File: src/rtl/vga_tim_pkg.sv
package vga_tim_pkg;

    localparam int TW = 12;

    typedef enum logic {
        MODE_LO = 1'b0,
        MODE_HI = 1'b1
    } mode_e;

    typedef struct packed {
        logic [TW-1:0] act;
        logic [TW-1:0] tail_brd;
        logic [TW-1:0] fp;
        logic [TW-1:0] sw;
        logic [TW-1:0] bp;
        logic [TW-1:0] lead_brd;
        logic          pol;
    } axis_t;

    localparam axis_t H_LO_DEF = '{act: 12'd640, tail_brd: 12'd8, fp: 12'd8,
                                   sw: 12'd96, bp: 12'd40, lead_brd: 12'd8, pol: 1'b0};
    localparam axis_t V_LO_DEF = '{act: 12'd480, tail_brd: 12'd8, fp: 12'd2,
                                   sw: 12'd2, bp: 12'd25, lead_brd: 12'd8, pol: 1'b0};
    localparam axis_t H_HI_DEF = '{act: 12'd1280, tail_brd: 12'd0, fp: 12'd96,
                                   sw: 12'd112, bp: 12'd312, lead_brd: 12'd0, pol: 1'b1};
    localparam axis_t V_HI_DEF = '{act: 12'd960, tail_brd: 12'd0, fp: 12'd1,
                                   sw: 12'd3, bp: 12'd36, lead_brd: 12'd0, pol: 1'b1};

    function automatic logic [TW-1:0] ax_total(axis_t a);
        return a.act + a.tail_brd + a.fp + a.sw + a.bp + a.lead_brd;
    endfunction

    function automatic logic [TW-1:0] ax_sync_lo(axis_t a);
        return a.act + a.tail_brd + a.fp;
    endfunction

    function automatic logic [TW-1:0] ax_sync_hi(axis_t a);
        return a.act + a.tail_brd + a.fp + a.sw;
    endfunction

endpackage

File: src/rtl/vga_axis_cnt.sv
module vga_axis_cnt #(
    parameter int W = 11
) (
    input  logic         clk,
    input  logic         rst,
    input  logic         step,
    input  logic [W-1:0] last,
    output logic [W-1:0] cnt,
    output logic         wrap
);
    assign wrap = step && (cnt == last);

    always_ff @(posedge clk) begin
        if (rst) begin
            cnt <= '0;
        end else if (wrap) begin
            cnt <= '0;
        end else if (step) begin
            cnt <= cnt + 1'b1;
        end
    end
endmodule

File: src/rtl/vga_axis_decode.sv
module vga_axis_decode
    import vga_tim_pkg::*;
#(
    parameter int W = 11
) (
    input  logic [W-1:0] cnt,
    input  axis_t        cfg,
    output logic         active,
    output logic         sync_lvl
);
    logic [TW-1:0] c;
    logic          in_sync;

    assign c        = TW'(cnt);
    assign active   = (c < cfg.act);
    assign in_sync  = (c >= ax_sync_lo(cfg)) && (c < ax_sync_hi(cfg));
    assign sync_lvl = cfg.pol ? in_sync : ~in_sync;
endmodule

File: src/rtl/vga_mode_ctl.sv
module vga_mode_ctl
    import vga_tim_pkg::*;
#(
    parameter axis_t M0_H = H_LO_DEF,
    parameter axis_t M0_V = V_LO_DEF,
    parameter axis_t M1_H = H_HI_DEF,
    parameter axis_t M1_V = V_HI_DEF
) (
    input  logic  clk,
    input  logic  rst,
    input  logic  mode_sel,
    input  logic  frame_end,
    output mode_e cur_mode,
    output axis_t h_cfg,
    output axis_t v_cfg,
    output logic  idle_h,
    output logic  idle_v
);
    always_ff @(posedge clk) begin
        if (rst || frame_end) begin
            cur_mode <= mode_e'(mode_sel);
        end
    end

    assign h_cfg  = (cur_mode == MODE_HI) ? M1_H : M0_H;
    assign v_cfg  = (cur_mode == MODE_HI) ? M1_V : M0_V;
    assign idle_h = mode_sel ? ~M1_H.pol : ~M0_H.pol;
    assign idle_v = mode_sel ? ~M1_V.pol : ~M0_V.pol;
endmodule

File: src/rtl/vga_timing_gen.sv
module vga_timing_gen
    import vga_tim_pkg::*;
#(
    parameter int    H_W  = 11,
    parameter int    V_W  = 10,
    parameter axis_t M0_H = H_LO_DEF,
    parameter axis_t M0_V = V_LO_DEF,
    parameter axis_t M1_H = H_HI_DEF,
    parameter axis_t M1_V = V_HI_DEF
) (
    input  logic           clk,
    input  logic           rst,
    input  logic           mode_sel,
    output logic           hsync,
    output logic           vsync,
    output logic           de,
    output logic [H_W-1:0] x,
    output logic [V_W-1:0] y
);
    mode_e          cur_mode;
    axis_t          h_cfg, v_cfg;
    logic           idle_h, idle_v;
    logic [H_W-1:0] h_cnt, h_last;
    logic [V_W-1:0] v_cnt, v_last;
    logic           h_wrap, v_wrap;
    logic           h_act, v_act, h_lvl, v_lvl;

    assign h_last = H_W'(ax_total(h_cfg) - 1'b1);
    assign v_last = V_W'(ax_total(v_cfg) - 1'b1);

    vga_mode_ctl #(.M0_H(M0_H), .M0_V(M0_V), .M1_H(M1_H), .M1_V(M1_V)) u_mode (
        .clk(clk), .rst(rst), .mode_sel(mode_sel), .frame_end(v_wrap),
        .cur_mode(cur_mode), .h_cfg(h_cfg), .v_cfg(v_cfg),
        .idle_h(idle_h), .idle_v(idle_v)
    );

    vga_axis_cnt #(.W(H_W)) u_hcnt (
        .clk(clk), .rst(rst), .step(1'b1), .last(h_last), .cnt(h_cnt), .wrap(h_wrap)
    );

    vga_axis_cnt #(.W(V_W)) u_vcnt (
        .clk(clk), .rst(rst), .step(h_wrap), .last(v_last), .cnt(v_cnt), .wrap(v_wrap)
    );

    vga_axis_decode #(.W(H_W)) u_hdec (
        .cnt(h_cnt), .cfg(h_cfg), .active(h_act), .sync_lvl(h_lvl)
    );

    vga_axis_decode #(.W(V_W)) u_vdec (
        .cnt(v_cnt), .cfg(v_cfg), .active(v_act), .sync_lvl(v_lvl)
    );

    always_ff @(posedge clk) begin
        if (rst) begin
            de    <= 1'b0;
            x     <= '0;
            y     <= '0;
            hsync <= idle_h;
            vsync <= idle_v;
        end else begin
            de    <= h_act && v_act;
            x     <= (h_act && v_act) ? h_cnt : '0;
            y     <= (h_act && v_act) ? v_cnt : '0;
            hsync <= h_lvl;
            vsync <= v_lvl;
        end
    end
endmodule

File: config.mk
export PLATFORM = sky130hd
export DESIGN_NAME = vga_timing_gen
export DESIGN_NICKNAME = d
export VERILOG_FILES = /design/src/rtl/vga_tim_pkg.sv /design/src/rtl/vga_axis_cnt.sv /design/src/rtl/vga_axis_decode.sv /design/src/rtl/vga_mode_ctl.sv /design/src/rtl/vga_timing_gen.sv
export SDC_FILE = /design/constraint.sdc
export NUM_CORES = 1
export LEC_CHECK = 0
export BUFFER_PORTS_ARGS = -buffer_cell sky130_fd_sc_hd__buf_4
export CORE_ASPECT_RATIO = 0.8
export CORE_UTILIZATION = 50
export CTS_CLUSTER_SIZE = 10
export DETAILED_ROUTE_END_ITERATION = 12
export PLACE_DENSITY = 0.76
export SKIP_LAST_GASP = 1
export SYNTH_ARGS = -nofsm -noshare
export SYNTH_HDL_FRONTEND = slang
export SYNTH_SLANG_ARGS = --single-unit
File: constraint.sdc
create_clock -name clk -period 4.1 [get_ports clk]
set_clock_uncertainty 0.15 [all_clocks]
set_input_delay 0 -clock clk [delete_from_list [all_inputs] [get_ports clk]]
set_output_delay 0 -clock clk [all_outputs]
set_load 0.03 [all_outputs]
**Word level (Yosys, flattened, before mapping)**

Index checks and enable logic that the tools add are counted.

- Flip-flop bits (word level): 46
- Output and inout port bits: 24
- Logic and storage cells: 48

- Add/sub/neg operators: 14
- Magnitude comparators: 6
- Equal/unequal tests: 2
- Mux-type cells: 7
- Bitwise logic cells: 3
- Reductions and logical operators: 8

Operators by type and width:

| operator | number |
|---|---|
| 2-to-1 mux 72 bit | 1 |
| 2-to-1 mux 71 bit | 1 |
| adder 12 bit | 4 |
| adder 11 bit | 2 |
| adder 10 bit | 2 |
| adder 10 x 12 -> 12 bit | 1 |
| adder 11 x 12 -> 12 bit | 1 |
| >= comparator 10 x 12 -> 1 bit | 1 |
| >= comparator 11 x 12 -> 1 bit | 1 |
| < comparator 10 x 12 -> 1 bit | 1 |
| < comparator 11 x 12 -> 1 bit | 1 |
| adder 11 x 1 -> 11 bit (second input constant) | 1 |
| equality test 11 bit | 1 |
| < comparator 11 bit | 1 |
| subtractor 11 x 1 -> 11 bit (second input constant) | 1 |
| adder 10 x 1 -> 10 bit (second input constant) | 1 |
| equality test 10 bit | 1 |
| < comparator 10 bit | 1 |
| subtractor 10 x 1 -> 10 bit (second input constant) | 1 |
| OR reduction 2 bit | 3 |
| 2-to-1 mux 1 bit | 5 |
| logical AND 1 bit | 4 |
| NOT 1 bit | 3 |
| logical OR 1 bit | 1 |

**Depth between registers and ports, before layout**

Gate-level depths: netlist (run 1).

- Depth in word-level cells: 10
- Gate-level depth with buffers: 8

**Hierarchy**

Synthesis (run 1) repeated with hierarchy kept, for this count alone.

- Cell total of the unflattened synthesis: 1153
- Area total of the unflattened synthesis: 9927.0 um^2

By module, submodules not included:

| module | times used | cells each | area each (um^2) |
|---|---|---|---|
| vga_timing_gen | 1 | 418 | 3788.6 |
| vga_axis_decode (u_hdec) | 1 | 237 | 1990.7 |
| vga_axis_decode (u_vdec) | 1 | 215 | 1823.0 |
| vga_mode_ctl | 1 | 152 | 1147.4 |
| vga_axis_cnt (u_hcnt) | 1 | 69 | 624.3 |
| vga_axis_cnt (u_vcnt) | 1 | 62 | 553.0 |

**Least setup slack after synthesis (run 1)**

No wires, ideal clock.

- Path type: register to register
- From: reg u_mode.cur_mode
- To: reg u_mode.cur_mode (enable)
- Library setup time: 0.340 ns
- Arrival: 2.496 ns
- Required time: 3.610 ns
- Path slack: 1.114 ns
- Cell stages (with the launch flop): 7
- Clock period less this slack: 2.986 ns
- Cell sequence: edfxtp_1 > inv_1 > ha_1 > or3b_1 > or4_1 > clkbuf_1 > o21bai_2

- Word-level cells in the longest chain between the ends: 10

Ends and longest elaborated chain:

| item | RTL line | RTL |
|---|---|---|
| from (decl) | vga_mode_ctl.sv:13 | `output mode_e cur_mode,` |
| from (signal assigned) | vga_mode_ctl.sv:21 | `cur_mode <= mode_e'(mode_sel);` |
| 2-to-1 mux 72 bit / 2-to-1 mux 71 bit (equally long branches) | vga_mode_ctl.sv:25, vga_mode_ctl.sv:26 |  |
| adder 11 x 12 -> 12 bit / adder 10 x 12 -> 12 bit (equally long branches) | - |  |
| adder 12 bit | - |  |
| adder 12 bit (on tied branches) | - |  |
| adder 11 bit / adder 10 bit (equally long branches) (2 in series) | vga_tim_pkg.sv:30 | `return a.act + a.tail_brd + a.fp + a.sw + a.bp + a.lead_brd;` |
| subtractor 11 x 1 -> 11 bit / subtractor 10 x 1 -> 10 bit (equally long branches) | vga_timing_gen.sv:28, vga_timing_gen.sv:29 |  |
| equality test 11 bit / equality test 10 bit (equally long branches) | vga_axis_cnt.sv:11 | `assign wrap = step && (cnt == last);` |
| logical AND 1 bit * | vga_axis_cnt.sv:11 |  |
| logical OR 1 bit * | vga_mode_ctl.sv:20 | `if (rst \|\| frame_end) begin` |

Mark *: on every way between the ends. The rest lies on a longest branch, timed or not.
A chain may end at the register's enable or synchronous reset.

**Final worst setup path (run 1)**

- From: reg u_mode.cur_mode
- To: reg u_vcnt.cnt[9]

- Word-level cells in the longest chain between the ends: 10

Ends and longest elaborated chain:

| item | RTL line | RTL |
|---|---|---|
| 2-to-1 mux 72 bit / 2-to-1 mux 71 bit (equally long branches) | vga_mode_ctl.sv:25, vga_mode_ctl.sv:26 |  |
| adder 11 x 12 -> 12 bit / adder 10 x 12 -> 12 bit (equally long branches) | - |  |
| adder 12 bit | - |  |
| adder 12 bit (on tied branches) | - |  |
| adder 11 bit / adder 10 bit (equally long branches) (2 in series) | vga_tim_pkg.sv:30 |  |
| subtractor 11 x 1 -> 11 bit / subtractor 10 x 1 -> 10 bit (equally long branches) | vga_timing_gen.sv:28, vga_timing_gen.sv:29 |  |
| equality test 11 bit / equality test 10 bit (equally long branches) | vga_axis_cnt.sv:11 |  |
| logical AND 1 bit | vga_axis_cnt.sv:11 |  |
| OR reduction 2 bit (no source line) | - |  |
| to (signal assigned) | vga_axis_cnt.sv:19 | `cnt <= cnt + 1'b1;` |
| to (decl) | vga_axis_cnt.sv:8 | `output logic [W-1:0] cnt,` |

Parallel ways exist; a longest one is shown, timed or not.

==> results of run 1 <==
[state kept, by name (all words and copies together) (netlist names)]
name	cells
u_hcnt.cnt	11
de	1
u_mode.cur_mode	1
x	11
hsync	1
u_vcnt.cnt	10
vsync	1
y	10
[power by group]
part           internal (mW)  leakage [nW]  switching (mW)
Sequential             0.456         0.374         0.00641
Combinational         0.0228         0.536          0.0349
Clock                  0.121        0.0452           0.157
[cell usage after synthesis (2+ instances only)]
| library cell | instances |
|---|---|
| dfxtp_1 | 45 |
| nor3_1 | 11 |
| nor2_1 | 18 |
| ha_1 | 18 |
| o31ai_1 | 2 |
| o21a_1 | 2 |
| or3_1 | 6 |
| nor4b_1 | 2 |
| or4_1 | 4 |
| nand2_1 | 9 |
| and3_1 | 2 |
| o21ai_0 | 8 |
| buf_2 | 2 |
| nand2b_1 | 3 |
| nor3b_1 | 16 |
| nand4_1 | 7 |
| inv_1 | 9 |
| nand3_1 | 4 |
| xnor2_1 | 9 |
| xor2_1 | 2 |
| clkbuf_1 | 9 |
| nor2b_1 | 3 |
| a21oi_1 | 7 |
[metrics by stage]
stage,utilization [%],area (um^2),std cells,setup WS (ns)
floorplan,-,2060,216,1.11
global placement,59.1,2290,288,1.08
detailed placement,59.1,2290,288,1.01
CTS,61.8,2400,298,1.01
global route,61.8,2400,298,0.838
finish,61.8,2400,298,1.00
[cell usage in the layout (no fill, tap or decap), types with 5 or more instances in the layout]
cell type,n
nand2_1,9
clkbuf_8,5
nor3b_1,16
buf_4,28
a21oi_1,7
xnor2_1,9
or3_1,6
nand4_1,7
inv_1,9
nor3_1,11
dfxtp_1,45
o21ai_0,7
ha_1,18
nor2_1,18
[cell type report]
class                      instances  area [um^2]
clock inverter                     2         13.8
tap                               55         68.8
timing repair buffer              30          230
clock buffer                       6         72.6
inverter                           9         33.8
multi-input combinational        150         1050
fill                             329         1480
sequential                        46          931
[worst min-delay path by stage]
| stage | startpoint | endpoint | slack (ns) | depth (start not counted) |
|---|---|---|---|---|
| after floorplan | mode_sel | u_mode.cur_mode | -0.05 | 0 |
| after global placement | mode_sel | u_mode.cur_mode | 0.05 | 1 |
| after detailed placement | mode_sel | u_mode.cur_mode | 0.04 | 1 |
| after CTS | mode_sel | u_mode.cur_mode | 0.27 | 2 |
| after global routing | mode_sel | u_mode.cur_mode | 0.31 | 2 |
| final | mode_sel | u_mode.cur_mode | 0.29 | 2 |
[cell families after synthesis]
kind of cell | Yosys count | share of synthesized area [%]
and+or+nand+nor | 92 | 26.1
DFF | 46 | 45.3
AOI/OAI and AO/OA | 28 | 8.76
buffers and inverters | 20 | 3.77
adders and majority gates | 18 | 10.9
xor gates and xnor gates | 11 | 4.68
muxes | 1 | 0.487
[metal layers]
metal | part of all wire, % | up-vias | wire length (um) | global-route usage (%)
met3 | 5.2 | 8 | 212 | 4.25
li1 | - | 820 | - | -
met4 | 1.5 | 0 | 60 | 8.24
met2 | 41 | 45 | 1680 | 29.9
met5 | 0 | - | 0 | 0
met1 | 52 | 740 | 2120 | 31.3
[timing repair]
item                                   in CTS  in global routing
endpoints found under the hold margin       5                  0
buffers inserted                            0                  0
hold buffers                                2                  0
gates resized for setup                     0                  0
==> results.py, run 1 <==
metrics = {
    "critical_path": {
        "r2r_cells": 7,
        "r2r-start": "u_mode.cur_mode",
        "worstSetupPathType": "reg -> reg",
        "crit_family": "simple AND/OR/NAND/NOR gates",
        "cp_data_required_time_ns": 4.18,
        "critPathSlowestCell": "or4_1",
        "timing.rr.end": "u_vcnt.cnt[9]",
        "critPathArrivalTime_ns": 3.18,
        "path_depth": 7,
        "setup.worst_path.start_class": "flip-flop",
        "critPathLaunch": "u_mode.cur_mode",
        "worstPathBufferInverterCount": 2,
        "end_kind": "flip-flop",
        "crit_fanout": 14,
        "cp_slowest_stage_delay_ns": 0.72,
        "path_cells": "buf_4 > inv_1 > ha_1 > or3b_1 > or4_1 > or4_1 > a21oi_1",
        "ff2ff_setup_slack_ns": 1.00,
        "path_common_cell": "or4_1",
        "crit_path_end": "u_vcnt.cnt[9]",
    },
    "final_layout": {
        "area_growth_pct": 16.6,
        "layout.nets": 263,
        "drive_above_1_share_pct": 15.2,
        "diodes": 0,
    },
    "yosys": {
        "synth_area_leader_cell": "dfxtp_1",
        "post_synth_num_cell_types": 41,
        "synth_area_um2": 2060,
        "synthFlopType": "dfxtp_1",
        "netlist_instances": 216,
        "synth_nets": 237,
        "yosysTopAreaCellShare_pct": 43.8,
        "async_flop_share_pct": 0,
        "syn_avg_cell_area_um2": 9.52,
        "ys_seq_area_share_pct": 45.3,
        "synth_edf_count": 1,
        "synth_area_leaders": "dfxtp_1 (44%), ha_1 (11%), nor3b_1 (5.8%)",
        "yosys_warnings": 0,
        "synth-seq-cells": 46,
    },
    "drt": {
        "vias_per_cell": 5.41,
        "drt_first_pass_iters": 4,
        "drc": 0,
        "ant_nets": 0,
        "wire_per_inst_um": 13.7,
        "drtIter0Drc": 75,
        "num_vias": 1613,
        "wl_um": 4080,
    },
    "die": {
        "die_w_um": 73.7,
        "die_h_um": 59.4,
        "rows": 20,
        "initial_utilization_pct": 53.0,
        "ios": 27,
        "core_area_um2": 3880,
        "dieArea_um2": 4380,
    },
    "power_and_ir_drop": {
        "power.total_mw": 0.798,
        "p_per_area_nw_per_um2": 333,
        "p_leak_nw": 0.956,
        "ir_drop_uv": 173,
    },
    "place": {
        "dp_hpwl_um": 2910,
        "globalplace.congestion": 0.842,
        "portBuffers": 26,
    },
    "sta": {
        "slew_headroom_pct": 50.4,
        "rsz0062_at_grt": "false",
        "period_needed_ns": 3.10,
        "max_freq_ghz": 0.323,
        "fin_crit_sh_pct": 75.6,
        "drv_slew": 0,
        "hold_viol": 0,
        "hold_ws_ns": 0.294,
        "tns_ns": 0,
        "tightest_slew_ns": 0.744,
        "setup_violations": 0,
    },
    "grt": {
        "overflow": 0,
        "grt_max_degree": 23,
        "grt_usage_pct": 21.1,
        "grt_pass1_wl_um": 6890,
        "grt_pass1_vias": 1419,
        "antenna_found_initial": 0,
    },
    "cts": {
        "clock_latency_ns": 0.30,
        "clock-root-buffer": "clkbuf_8",
        "clockBufferDepth": 2,
        "path_clk_slew_ns": 0.09,
        "clock_sinks": 46,
        "cts_max_level": 2,
        "cts_tree": "yes",
        "cts_buffers": 5,
    },
    "flow_run": {
        "cap_violations": 0,
    },
    "worst_hold_path": {
        "min_path_type": "in -> reg",
    },
    "status": {
        "outcome": "completed",
    },
}
Power figures use the tool's default switching activity.
==> run 2: changes to the inputs <==
PLACE_DENSITY = 0.78   (was 0.76)
clock period = 2.7 ns   (was 4.1 ns; I/O delays follow)
==> run 2 against run 1 <==
- critical path depth decreased by 1
- critical path type unchanged
- largest cell class unchanged
- first-iteration DRC count increased by 41%
- cell area increased by 2.6%
- largest power group unchanged
- die area unchanged
==> results.py, run 2 (synthesized netlist as in run 1, its figures left out) <==
metrics = {
    "sta": {
        "slew_headroom_pct": 47.7,
        "setup_violations": 0,
        "tightest_slew_ns": 0.784,
        "drv_slew": 0,
        "hold_ws_ns": 0.277,
        "hold_viol": 0,
        "max_freq_ghz": 0.392,
        "period_needed_ns": 2.55,
        "tns_ns": 0,
        "fin_crit_sh_pct": 94.6,
        "setup_slack_ns": 0.146,
        "rsz0062_at_grt": "false",
    },
    "place": {
        "placed_area_um2": 2340,
        "dp_hpwl_um": 2960,
        "place_ws_ns": 0.168,
        "globalplace.congestion": 0.876,
        "portBuffers": 26,
    },
    "drt": {
        "num_vias": 1614,
        "ant_nets": 0,
        "vias_per_cell": 5.33,
        "drc": 0,
        "wire_per_inst_um": 13.9,
        "drtIter0Drc": 106,
        "drt_first_pass_iters": 4,
        "wl_um": 4210,
    },
    "critical_path": {
        "r2r_cells": 6,
        "setup.worst_path.start_class": "flip-flop",
        "cp_slowest_stage_delay_ns": 0.61,
        "ff2ff_setup_slack_ns": 0.15,
        "critPathArrivalTime_ns": 2.64,
        "r2r-start": "u_mode.cur_mode",
        "crit_fanout": 14,
        "critPathSlowestCell": "or4_4",
        "timing.rr.end": "u_vcnt.cnt[5]",
        "cp_data_required_time_ns": 2.78,
        "worstSetupPathType": "reg -> reg",
        "path_cells": "buf_4 > ha_1 > nand3b_1 > or4_4 > or4_1 > a21oi_1",
        "end_kind": "flip-flop",
    },
    "grt": {
        "antenna_found_initial": 0,
        "grt_pass1_vias": 1505,
        "grt_usage_pct": 23.0,
        "grt_pass1_wl_um": 7330,
        "overflow": 0,
        "grt_max_degree": 23,
    },
    "die": {
        "die_h_um": 59.4,
        "die_w_um": 73.7,
        "initial_utilization_pct": 53.0,
        "dieArea_um2": 4380,
        "core_area_um2": 3880,
        "rows": 20,
        "ios": 27,
    },
    "cts": {
        "clock_latency_ns": 0.30,
        "clock-root-buffer": "clkbuf_8",
        "cts_max_level": 2,
        "clock_sinks": 46,
        "path_clk_slew_ns": 0.08,
        "cts_tree": "yes",
        "cts_buffers": 5,
        "clockBufferDepth": 2,
        "cts_resized": 0,
    },
    "final_layout": {
        "area_growth_pct": 19.6,
        "final_common_cell": "dfxtp_1",
        "diodes": 0,
        "layout.nets": 268,
        "fin_area_um2": 2460,
        "layout_common_cells": "dfxtp_1 (45), buf_4 (33), nor2_1 (18)",
        "largestRegisters": "u_hcnt.cnt (11), x (11)",
        "drive_above_1_share_pct": 18.1,
    },
    "worst_hold_path": {
        "hold-path-cell-count": 2,
        "worstHoldEndpoint": "u_mode.cur_mode",
        "min_path_type": "in -> reg",
        "holdCritStartpoint": "mode_sel",
    },
    "power_and_ir_drop": {
        "ir_drop_uv": 320,
        "p_per_area_nw_per_um2": 491,
        "p_leak_nw": 0.980,
    },
    "flow_run": {
        "cap_violations": 0,
    },
    "status": {
        "outcome": "completed",
    },
}
run 2: where the power goes:
group	leakage, nW	switching, mW	internal, mW
Combinational	0.560	0.0541	0.0395
Clock	0.0452	0.228	0.183
Sequential	0.374	0.0107	0.693
run 2: cell type report:
class / instances / area [um^2]
Timing Repair Buffer: 35 / 268
Multi-Input combinational cell: 150 / 1070
Tap cell: 55 / 68.8
Sequential cell: 46 / 931
Clock inverter: 2 / 13.8
Inverter: 9 / 33.8
Fill cell: 337 / 1420
Clock buffer: 6 / 72.6
run 2: worst max path at each step:
stage / cells past startpoint / endpoint / startpoint
finish: 6 / u_vcnt.cnt[5] / u_mode.cur_mode
global route: 6 / u_vcnt.cnt[9] / u_mode.cur_mode
CTS: 6 / u_vcnt.cnt[9] / u_mode.cur_mode
detailed placement: 6 / u_vcnt.cnt[5] / u_mode.cur_mode
global placement: 6 / u_vcnt.cnt[9] / u_mode.cur_mode
floorplan: 7 / u_vcnt.cnt[7] / u_mode.cur_mode
run 2: worst max-delay path: cells and delay by family (launching register included):
kind / cells / cell delay (ns)
adders and majority gates: 1 / 0.32
AOI/OAI and AO/OA: 1 / 0.15
buffers and inverters: 1 / 0.20
DFF: 1 / 0.45
and+or+nand+nor: 3 / 1.22
run 2: timing repair:
| action | in CTS | in global routing |
|---|---|---|
| endpoints found under the setup margin | 0 | 1 |
| setup buffers | 0 | 2 |
| hold buffers | 2 | 0 |
| hold endpoints to repair | 14 | 0 |
run 2: per-stage QoR:
stage / utilization (%) / instances / total power [mW]
final: 63.4 / 303 / 1.21
after global routing: 63.4 / 303 / 1.26
after CTS: 63.0 / 301 / 1.22
after detailed placement: 60.3 / 291 / 0.807
after global placement: 60.3 / 291 / 0.806
after floorplan: - / 216 / 0.778
run 2: routing by layer:
metal | global-route usage (%) | routed length, um | vias to the layer above
met5 | 0 | 0 | -
met4 | 9.89 | 57 | 0
met3 | 6.12 | 193 | 5
met2 | 31.3 | 1690 | 42
met1 | 33.8 | 2270 | 736
li1 | - | - | 831
==> run 3: changes to the inputs <==
CORE_UTILIZATION = 30   (was 50)
PLACE_DENSITY = 0.54   (was 0.78)
==> run 3 against run 2 <==
- first-iteration DRC count shrank 22%
- highest routed layer unchanged
- sequential power is essentially flat
- critical path depth is the same
- register-to-register slack gained 0.02 ns
- maximum frequency grew 0.88%
- critical endpoint is now u_vcnt.cnt[9]
- clock power grew 25%
- combinational power is essentially flat
- cell count grew 9.6%
==> results.py, run 3 (synthesized netlist as in run 1, its figures left out) <==
metrics = {
    "drt": {
        "drc": 0,
        "ant_nets": 0,
        "vias_per_cell": 4.88,
        "drtIter0Drc": 83,
        "num_vias": 1620,
        "wl_um": 4510,
        "wire_per_inst_um": 13.6,
        "drt_first_pass_iters": 4,
    },
    "sta": {
        "hold_ws_ns": 0.296,
        "setup_violations": 0,
        "period_needed_ns": 2.53,
        "tns_ns": 0,
        "drv_slew": 0,
        "slew_headroom_pct": 70.4,
        "fin_crit_sh_pct": 93.8,
        "tightest_slew_ns": 0.443,
        "hold_viol": 0,
        "max_freq_ghz": 0.395,
        "rsz0062_at_grt": "false",
    },
    "grt": {
        "antenna_found_initial": 0,
        "grt_usage_pct": 13.4,
        "grt_pass1_wl_um": 7600,
        "overflow": 0,
        "grt_max_degree": 23,
        "grt_pass1_vias": 1446,
    },
    "final_layout": {
        "fillers": 675,
        "drive_above_1_share_pct": 18.1,
        "fin_cells": 332,
        "diodes": 0,
        "fin_util_pct": 38.7,
        "layout.nets": 268,
        "layout_common_cells": "dfxtp_1 (45), buf_4 (33), nor2_1 (18)",
        "area_growth_pct": 22.5,
        "largestRegisters": "u_hcnt.cnt (11), x (11)",
        "final_common_cell": "dfxtp_1",
    },
    "critical_path": {
        "end_kind": "flip-flop",
        "path_cells": "inv_2 > ha_4 > or3b_1 > or4_4 > or4_1 > a21oi_1",
        "worstSetupPathType": "reg -> reg",
        "critPathArrivalTime_ns": 2.61,
        "cp_data_required_time_ns": 2.78,
        "critPathSlowestCell": "or4_1",
        "setup.worst_path.start_class": "flip-flop",
        "crit_fanout": 14,
        "cp_slowest_stage_delay_ns": 0.53,
    },
    "flow_run": {
        "cap_violations": 0,
    },
    "cts": {
        "path_clk_slew_ns": 0.09,
        "clock_sinks": 46,
        "clock_latency_ns": 0.30,
        "clockBufferDepth": 2,
        "cts_max_level": 2,
        "clock-root-buffer": "clkbuf_8",
        "hold_buffers": 2,
        "post_cts_buffers": 0,
        "cts_buffers": 5,
        "cts_resized": 0,
        "cts_tree": "yes",
    },
    "die": {
        "rows": 26,
        "core_area_um2": 6510,
        "ios": 27,
        "die_w_um": 94.6,
        "initial_utilization_pct": 31.6,
        "dieArea_um2": 7190,
        "die_h_um": 76.1,
    },
    "worst_hold_path": {
        "min_path_type": "in -> reg",
    },
    "power_and_ir_drop": {
        "power.total_mw": 1.31,
        "p_per_area_nw_per_um2": 519,
        "ir_drop_uv": 178,
        "p_leak_nw": 0.987,
    },
    "place": {
        "dp_hpwl_um": 3170,
        "dp.cells": 322,
        "globalplace.congestion": 0.817,
        "portBuffers": 26,
    },
    "status": {
        "outcome": "completed",
    },
}
run 3: cell types whose count changed in the layout (fill, tap and decap cells not counted), sizes merged:
cell and change:
bufinv +1, clkinv -2, clkinvlp +1
run 3: metal layers:
layer	share of wire, %	track usage, %
met1	58	21.6
met2	37	17.1
met3	4.7	3.09
met4	1.1	4.09
met5	0	0
run 3: layout make-up:
cell class,count,area (um^2),area share [%]
inverters,9,33.8,1.34
multi-input cells,150,1070,42.6
flip-flops and latches,46,931,36.9
repair buffers,35,268,10.6
well taps,84,105,4.17
clock buffers,6,72.6,2.88
clock inverters,2,37.5,1.49
run 3: where the power goes:
part	internal [mW]	leakage (nW)	switching, mW
sequential	0.693	0.374	0.00998
combinational	0.0385	0.561	0.0553
clock	0.276	0.0514	0.235
run 3: critical path: cells and delay by family (launching register included):
kind,cells,cell delay [ns]
simple gates,3,1.42
flops,1,0.40
fa+ha+maj,1,0.28
compound gates,1,0.15
buf+inv,1,0.07
run 3: path summary, 6_finish.rpt:
kind         cells after the start  slack (ns)       startpoint               to
max                              6        0.17  u_mode.cur_mode    u_vcnt.cnt[9]
min                              2        0.30         mode_sel  u_mode.cur_mode
max reg2reg                      6        0.17  u_mode.cur_mode    u_vcnt.cnt[9]
min reg2reg                      1        0.32    u_hcnt.cnt[0]    u_hcnt.cnt[0]
run 3: metrics by stage:
step                worst slack [ns]  area [um^2]
floorplan                    -0.0338         2100
global placement               0.250         2390
detailed placement             0.208         2390
CTS                            0.162         2520
global route                  0.0474         2520
finish                         0.168         2520
